[src/rtl/trunk_mode_div.sv]
module trunk_mode_div #(
  parameter int RATIO_LO = 193,
  parameter int RATIO_HI = 256,
  parameter int HIGH_CYC = 128
) (
  input  logic       clk,
  input  logic       rst_n,
  input  logic [3:0] mode_sel_i,
  input  logic       var_en_i,
  output logic       t1_track_o,
  output logic       t1_div_o,
  output logic       t1_div256_o,
  output logic [1:0] p2_major_o,
  output logic       p2_ext4m_o,
  output logic [1:0] p2_ref_o,
  output logic       p2_fall_o,
  output logic       c8k_oe_o,
  output logic       frame_oe_o,
  output logic       c4_oe_o,
  output logic       var_oe_o,
  output logic       var_inv_oe_o,
  output logic       tick8k_o
);
  localparam int CW = $clog2(RATIO_HI + 1);
  localparam logic [CW-1:0] LAST_LO = CW'(RATIO_LO - 1);
  localparam logic [CW-1:0] LAST_HI = CW'(RATIO_HI - 1);
  localparam logic [CW-1:0] HI_LIM  = CW'(HIGH_CYC);

  logic [3:0]    sel_q;
  logic [CW-1:0] cnt;
  logic          div_on, wide;
  logic [CW-1:0] last;

  always_ff @(posedge clk)
    if (!rst_n) sel_q <= mode_sel_i;

  assign div_on = sel_q[1];
  assign wide   = sel_q[0];
  assign last   = wide ? LAST_HI : LAST_LO;

  always_ff @(posedge clk)
    if (!rst_n || !div_on) cnt <= '0;
    else if (cnt == last)  cnt <= '0;
    else                   cnt <= cnt + 1'b1;

  assign tick8k_o     = div_on && (cnt < HI_LIM);
  assign t1_track_o   = ~div_on;
  assign t1_div_o     = div_on;
  assign t1_div256_o  = div_on & wide;
  assign p2_major_o   = sel_q[1:0];
  assign p2_ext4m_o   = ~sel_q[3];
  assign p2_ref_o     = div_on ? 2'd2 : (wide ? 2'd1 : 2'd0);
  assign p2_fall_o    = div_on;
  assign c8k_oe_o     = div_on;
  assign frame_oe_o   = sel_q[2];
  assign c4_oe_o      = sel_q[3];
  assign var_oe_o     = var_en_i & ~div_on;
  assign var_inv_oe_o = var_en_i;

  AST_SEL_FROZEN: assert property (@(posedge clk) disable iff (!rst_n)
    1'b1 |=> $stable(p2_major_o) && $stable(frame_oe_o) && $stable(c4_oe_o));
  AST_IDLE_LOW: assert property (@(posedge clk) disable iff (!rst_n)
    t1_track_o |-> !tick8k_o && !c8k_oe_o);
  AST_CNT_BOUND: assert property (@(posedge clk) disable iff (!rst_n)
    cnt <= last);
  AST_WRAP_HIGH: assert property (@(posedge clk) disable iff (!rst_n)
    (t1_div_o && cnt == last) |=> tick8k_o);
  AST_FALL_INT: assert property (@(posedge clk) disable iff (!rst_n)
    p2_fall_o |-> p2_ref_o == 2'd2 && c8k_oe_o);
  AST_VAR_INPUT: assert property (@(posedge clk) disable iff (!rst_n)
    t1_div_o |-> !var_oe_o);
endmodule

[config.mk]
export PLATFORM = sky130hd
export DESIGN_NAME = trunk_mode_div
export DESIGN_NICKNAME = d
export VERILOG_FILES = /design/src/rtl/trunk_mode_div.sv
export SDC_FILE = /design/constraint.sdc
export NUM_CORES = 1
export LEC_CHECK = 0
export BUFFER_PORTS_ARGS = -buffer_cell sky130_fd_sc_hd__buf_4
export CAP_MARGIN = 20
export CORE_AREA = 2 2 39 41
export DETAILED_ROUTE_END_ITERATION = 8
export DIE_AREA = 0 0 41 43
export GPL_TIMING_DRIVEN = 0
export PLACE_DENSITY = 0.84
export REMOVE_ABC_BUFFERS = 1
export SYNTH_ARGS = -nofsm -noshare
export SYNTH_HDL_FRONTEND = slang
export SYNTH_SLANG_ARGS = --single-unit
[constraint.sdc]
create_clock -name clk -period 3.7 [get_ports clk]
set_clock_uncertainty 0.1 [all_clocks]
set_input_delay 0.74 -clock clk [delete_from_list [all_inputs] [get_ports clk]]
set_output_delay 0.74 -clock clk [all_outputs]
set_load 0.1 [all_outputs]
# Word-level counts from Yosys, hierarchy flattened
# Cells that the tools add are included.
# W data, S select, Z words.
classes:
  muxes: 3
  reduce_logical: 5
  n_eq_ne: 1
  n_lt_le_gt_ge: 1
  addsub: 1
  n_bitwise: 4
ops:
  columns: ["cell", "count"]
  rows:
  - ["$add A9 B1 Y9 const B", 1]
  - ["$eq A9 B8 Y1", 1]
  - ["$lt A9 B8 Y1 const B", 1]
  - ["$mux W6", 1]
  - ["$and A1 B1 Y1", 2]
  - ["$logic_not A1 Y1", 2]
  - ["$mux W2", 1]
  - ["$not A1 Y1", 2]
  - ["$reduce_or A2 Y1", 1]
  - ["$logic_and A1 B1 Y1", 1]
  - ["$logic_or A1 B1 Y1", 1]
  - ["$mux W1", 1]
totals:
  elab_cells: 17
  in_bits: 7
  regBits: 13
  output_inout_bits: 15

# Longest topological paths before layout
# Gate-level depths: netlist (run 1).
depth:
  depth_word: 3
  ltp_mapped: 4
  ltp_nobuf: 4

# Least setup slack after synthesis (run 1)
# No wires, ideal clock.
synth_timing:
  path_type: "flip-flop to output port"
  from: "reg sel_q[1]"
  to: "out tick8k_o"
  t_arrival_ns: 3.999
  path_slack_ns: -1.139
  n_path_buf: 0
  stages_incl_launch_ff: 3
  t_required_ns: 2.860
  path_cell_list: "edfxtp_1 > inv_1 > nor3_1"
synth_between:
  elab_chain_len: 1
synth_lines:
  columns: ["element", "line", "source"]
  rows:
  - ["from (decl)", "29", "logic [3:0] sel_q;"]
  - ["from (signal assigned)", "35", "if (!rst_n) sel_q <= mode_sel_i;"]
  - ["$logic_and A1 B1 Y1", "46", "assign tick8k_o = div_on && (cnt < HI_LIM);"]
  - ["to (decl)", "22", "output logic tick8k_o"]
# No other way between the ends.

# Final worst setup path (run 1)
# Same ends and word-level chain as after synthesis.

==> results of run 1 <==
==> sequential cells by signal, summed over array words and instances (netlist names) <==
register  count
cnt           9
sel_q         4
==> critical path: stages, from the launching register on <==
cell and delay, ps:
edfxtp_1 530, inv_1 90, nor3_1 140, buf_4 320
==> per-layer routing <==
metal  vias to the layer above  GRT usage [%]
met1                       236          17.28
met5                         -              0
met3                         4          3.665
li1                        238              -
met2                         6          26.56
met4                         0          16.00
==> kinds of logic (layout without fill, tap and decap cells) <==
| kind of cell | Yosys count | after routing |
|---|---|---|
| simple gates | 27 | 27 |
| fa+ha+maj | 1 | 1 |
| compound gates | 1 | 1 |
| buf+inv | 8 | 28 |
| flops | 13 | 13 |
| xor+xnor | 7 | 7 |
==> synth_stat cells <==
cell      count
xnor2_1       1
nor3b_1       1
edfxtp_1      4
a211oi_4      1
nand2_1       4
nor2_1        2
and2_1        1
nor3_1        8
inv_1         3
xor2_1        6
nand4_4       1
nor2b_1       2
dfxtp_1       9
ha_1          1
and3_2        1
nand3_1       3
and4_4        1
nor4_1        1
buf_4         5
nand4_1       2
==> final cells by class <==
class                   count  share of cell area (%)
multi-input cells          36                   33.23
flip-flops and latches     13                   38.90
clock buffers               4                   3.404
repair buffers             21                   20.42
inverters                   3                   1.459
well taps                  16                   2.593
==> worst max path at each step <==
stage / endpoint / slack [ps] / cells after the start
final: tick8k_o / 1490 / 3
after global routing: tick8k_o / 1350 / 3
after CTS: tick8k_o / 1480 / 3
after detailed placement: var_oe_o / 1620 / 3
after global placement: var_oe_o / 1630 / 3
after floorplan: tick8k_o / -4790 / 2
==> per-stage QoR <==
step / worst slack [ps] / power [mW] / instances / instance area [um^2] / setup TNS, ps
final: 1494 / 0.3779 / 93 / 772.0 / 0
after global routing: 1350 / 0.3896 / 93 / 772.0 / 0
after CTS: 1480 / 0.3815 / 93 / 772.0 / 0
after detailed placement: 1617 / 0.2897 / 89 / 745.7 / 0
after global placement: 1632 / 0.2879 / 89 / 745.7 / 0
after floorplan: -4794 / 0.2577 / 52 / 568.0 / -24970
==> where the power goes <==
part	total [mW]	leakage (nW)	internal (mW)	switching [mW]
clock network	0.0913	0.0150	0.0418	0.0495
logic	0.127	0.193	0.0229	0.104
registers	0.160	0.112	0.152	0.00751
total	0.378	0.320	0.217	0.161
==> results.json, run 1 <==
{
  "status": "complete, no violations",
  "r2r_start": "cnt[2]$_SDFF_PP0_",
  "io_pins": 22,
  "slew_headroom_pct": 77.06,
  "max_freq_mhz": 453.4,
  "cp_max_fo": 10,
  "whs_ps": 456.5,
  "antenna_found_initial": 0,
  "die_w_um": 41,
  "register_area_um2": 300.3,
  "period_share_pct": 59.61,
  "final_hold_viol_count": 0,
  "viasPerCell": 5.204,
  "root_buffer": "clkbuf_4",
  "timing_worst_setup_path_type": "reg -> out",
  "top_layer": "met4",
  "core_um2": 1384,
  "fin_crit_ps": 2206,
  "start_util_pct": 43.76,
  "clkTransAtPathRegs_ps": 90,
  "grt_pass1_vias": 485,
  "routed-wl-met3_um": 12,
  "r2r_end": "cnt[4]$_SDFF_PP0_",
  "ir_worst_vdd_uv": 279.7,
  "antenna_left": 0,
  "holdCritPathClass": "reg -> reg",
  "synth.area.mux_share_pct": 0,
  "worstMarginPinSlew_ps": 343.0,
  "fillCellCount": 117,
  "layout_commonest_cell": "buf_4",
  "avgRoutedWirePerCell_um": 13.65,
  "post-dp-hpwl_um": 945.4,
  "clk_latency_ps": 280,
  "yosysTopAreaCellShare_pct": 29.75,
  "startpoint": "sel_q[1]$_DFFE_PN_",
  "powerDensity_nw_per_um2": 489.5,
  "yosys.area_share.simple_pct": 26.86,
  "synth_area_leaders": "dfxtp_1 (30%), edfxtp_1 (20%), xor2_1 (8.7%)",
  "numCtsBuffers": 3,
  "final_cell_mix": "buf_4 (21), dfxtp_1 (9), nor3_1 (8)",
  "ys_types": 20,
  "syn2layout_area_growth_pct": 27.48,
  "finalMaxSlewViolations": 0,
  "setup_violations": 0,
  "post-cts-setup-buffer-count": 0,
  "firstDrtPassIters": 4,
  "synth_compound_area_share_pct": 3.306,
  "final_util_pct": 55.79,
  "ys_warn_count": 0,
  "yosys_register_bits": 13,
  "reg2reg_depth": 4,
  "hp-start": "cnt[5]$_SDFF_PP0_",
  "postSynthAreaPerCell_um2": 10.62,
  "end_kind": "output port",
  "drt_iter0_markers": 5,
  "synth_top_family_by_area": "simple AND/OR/NAND/NOR gates",
  "leakagePower_nw": 0.3196,
  "synth_fa_ha_area_share_pct": 2.066,
  "yosysTopAreaCell": "dfxtp_1",
  "min_to": "cnt[5]$_SDFF_PP0_",
  "cts.sinks": 13,
  "layout-drive-gt1-share_pct": 36.36,
  "whs_path_depth": 2,
  "overflow": 0,
  "syn_area_um2": 605.6,
  "multiInputGateArea_um2": 256.5,
  "cts_tree": "yes",
  "critPathLaunchType": "flip-flop",
  "synthCells": 57,
  "synth-xor-area-share_pct": 10.12,
  "portBuffers": 21,
  "num_rows": 14,
  "gp_congestion": 0.6855,
  "synth_seq_area_share_pct": 49.59,
  "vias": 484,
  "drt_wl_total_um": 1269,
  "rsz0062_at_grt": "false",
  "required_ps": 2860,
  "antenna_cells": 0,
  "critPathArrivalTime_ps": 1370,
  "cap_violations": 0,
  "r2r_slack_ps": 2130,
  "met1_length_um": 526,
  "htree_levels": 1,
  "cts_hold_buf": 0,
  "fp.dieH_um": 43,
  "remaining_drc_errors": 0,
  "ctsResizeCount": 0,
  "met2WireLength_um": 688,
  "clockBufferDepth": 2,
  "nNetsFinal": 86,
  "die-area_um2": 1763,
  "grt_usage_pct": 17.04,
  "grt_pass1_wl_um": 1952,
  "grt_max_degree": 11
}
(Power assumes the default switching activity.)
==> run 2: changes to the inputs <==
- CORE_AREA: 2 2 39 41 -> not set
- CORE_MARGIN: not set -> 2
- CORE_UTILIZATION: not set -> 46
- DIE_AREA: 0 0 41 43 -> not set
- PLACE_DENSITY: 0.84 -> 0.85
- clock period: 3.7 -> 2.1 ns (I/O delays scaled with it)
==> results.json, run 2 (synthesized netlist as in run 1, its figures left out) <==
{
  "status": "complete, no violations",
  "post-cts-setup-buffer-count": 0,
  "powerDensity_nw_per_um2": 840.7,
  "finalSetupTns_ps": 0,
  "grt_usage_pct": 16.63,
  "grt_max_degree": 11,
  "critPathLaunchType": "flip-flop",
  "ir_worst_vdd_uv": 449.2,
  "r2r_end": "cnt[1]$_SDFF_PP0_",
  "cts.sinks": 13,
  "nNetsFinal": 86,
  "gp_congestion": 0.6614,
  "cp.depth": 3,
  "final_hold_viol_count": 0,
  "layout-drive-gt1-share_pct": 36.36,
  "holdCritPathClass": "in -> reg",
  "die-area_um2": 1623,
  "max_freq_mhz": 543.5,
  "num_rows": 13,
  "root_buffer": "clkbuf_4",
  "clk_latency_ps": 270,
  "vias": 447,
  "syn2layout_area_growth_pct": 27.27,
  "crit_family": "flip-flops",
  "viasPerCell": 4.859,
  "final_cell_mix": "buf_4 (21), dfxtp_1 (9), nor3_1 (8)",
  "worst-path-buf-inv": 2,
  "drt_iter0_markers": 8,
  "end_kind": "output port",
  "fillCellCount": 101,
  "reg2reg_depth": 4,
  "fin_area_um2": 770.7,
  "fp.dieH_um": 40.29,
  "startpoint": "sel_q[1]$_DFFE_PN_",
  "cts_tree": "yes",
  "antenna_left": 0,
  "path_cells": "inv_1 -> nor3_1 -> buf_4",
  "dpl-instance-area_um2": 744.5,
  "remaining_drc_errors": 0,
  "cap_violations": 0,
  "leakagePower_nw": 0.3196,
  "r2r_start": "cnt[2]$_SDFF_PP0_",
  "fin_crit_ps": 1840,
  "portBuffers": 21,
  "p_comb_share_pct": 34.2,
  "die_w_um": 40.29,
  "drt_wl_total_um": 1122,
  "antenna_found_initial": 0,
  "critPathCapture": "tick8k_o",
  "post-dp-hpwl_um": 837.1,
  "finalMaxSlewViolations": 0,
  "p_int_mw": 0.3815,
  "top_register": "cnt",
  "critPathArrivalTime_ps": 1320,
  "clockBufferDepth": 2,
  "period_share_pct": 87.61,
  "timing_worst_setup_path_type": "reg -> out",
  "grt_pass1_vias": 371,
  "overflow": 0,
  "hp-start": "mode_sel_i[1]",
  "grt_pass1_wl_um": 1649,
  "fin_ws_ps": 260.2,
  "place_ws_ps": 538.2,
  "top_regs": "cnt x9, sel_q x4",
  "slew_headroom_pct": 76.13,
  "required_ps": 1580,
  "cp_max_fo": 10,
  "cts_hold_buf": 0,
  "ctsResizeCount": 0,
  "io_pins": 22,
  "r2r_slack_ps": 520,
  "clkTransAtPathRegs_ps": 70,
  "numCtsBuffers": 3,
  "antenna_cells": 0,
  "htree_levels": 1,
  "crit_slowest_cell": "edfxtp_1",
  "rsz0062_at_grt": "false",
  "worstMarginPinSlew_ps": 356.9,
  "setup_violations": 0,
  "largest_reg_flops": 9,
  "sequentialPowerShare_pct": 43.2,
  "start_util_pct": 47.73,
  "firstDrtPassIters": 4,
  "avgRoutedWirePerCell_um": 12.20,
  "core_um2": 1269,
  "power.share.clock_pct": 22.5,
  "p_sw_mw": 0.2664,
  "layout_commonest_cell": "buf_4",
  "p_sw_share_pct": 41.11,
  "slowest_delay_ps": 510
}
run 2: cell counts in the layout (fill, tap and decap cells not counted):
Identical to the previous run, type by type.
run 2: worst min path at each step:
stage | slack (ps) | depth (start not counted) | endpoint
global placement | 420 | 2 | cnt[5]$_SDFF_PP0_
CTS | 210 | 1 | sel_q[0]$_DFFE_PN_
finish | 230 | 1 | sel_q[1]$_DFFE_PN_
global route | 210 | 1 | sel_q[0]$_DFFE_PN_
floorplan | 400 | 2 | cnt[5]$_SDFF_PP0_
detailed placement | 440 | 2 | cnt[5]$_SDFF_PP0_
run 2: cell type report:
class	count	area [um^2]	share of cell area, %
sequential	13	300.3	38.96
timing repair buffer	21	157.7	20.45
clock buffer	4	26.28	3.409
inverter	3	11.26	1.461
tap	15	18.77	2.435
multi-input combinational	36	256.5	33.28
run 2: metrics by stage:
stage	std cells	util, %	hold slack (ps)	power (mW)
after global routing	92	60.75	208.6	0.6776
after floorplan	52	-	402.0	0.4541
after CTS	92	60.75	214.9	0.6591
after global placement	88	58.68	423.3	0.5067
after detailed placement	88	58.68	435.5	0.5086
final	92	60.75	228.2	0.6479
run 2: power groups by stage:
stage / Combinational, mW / Sequential [mW] / Clock (mW)
after floorplan: 0.0804 / 0.374 / 0
after global placement: 0.221 / 0.286 / 0
after detailed placement: 0.222 / 0.286 / 0
after CTS: 0.222 / 0.281 / 0.156
after global routing: 0.227 / 0.282 / 0.169
final: 0.222 / 0.280 / 0.146
run 2: routing by layer:
layer,wire (um),vias up,track usage (%)
met5,0,-,0
met4,27,0,15.00
met3,17,2,5.000
met2,581,6,23.79
met1,496,205,19.73
li1,-,234,-
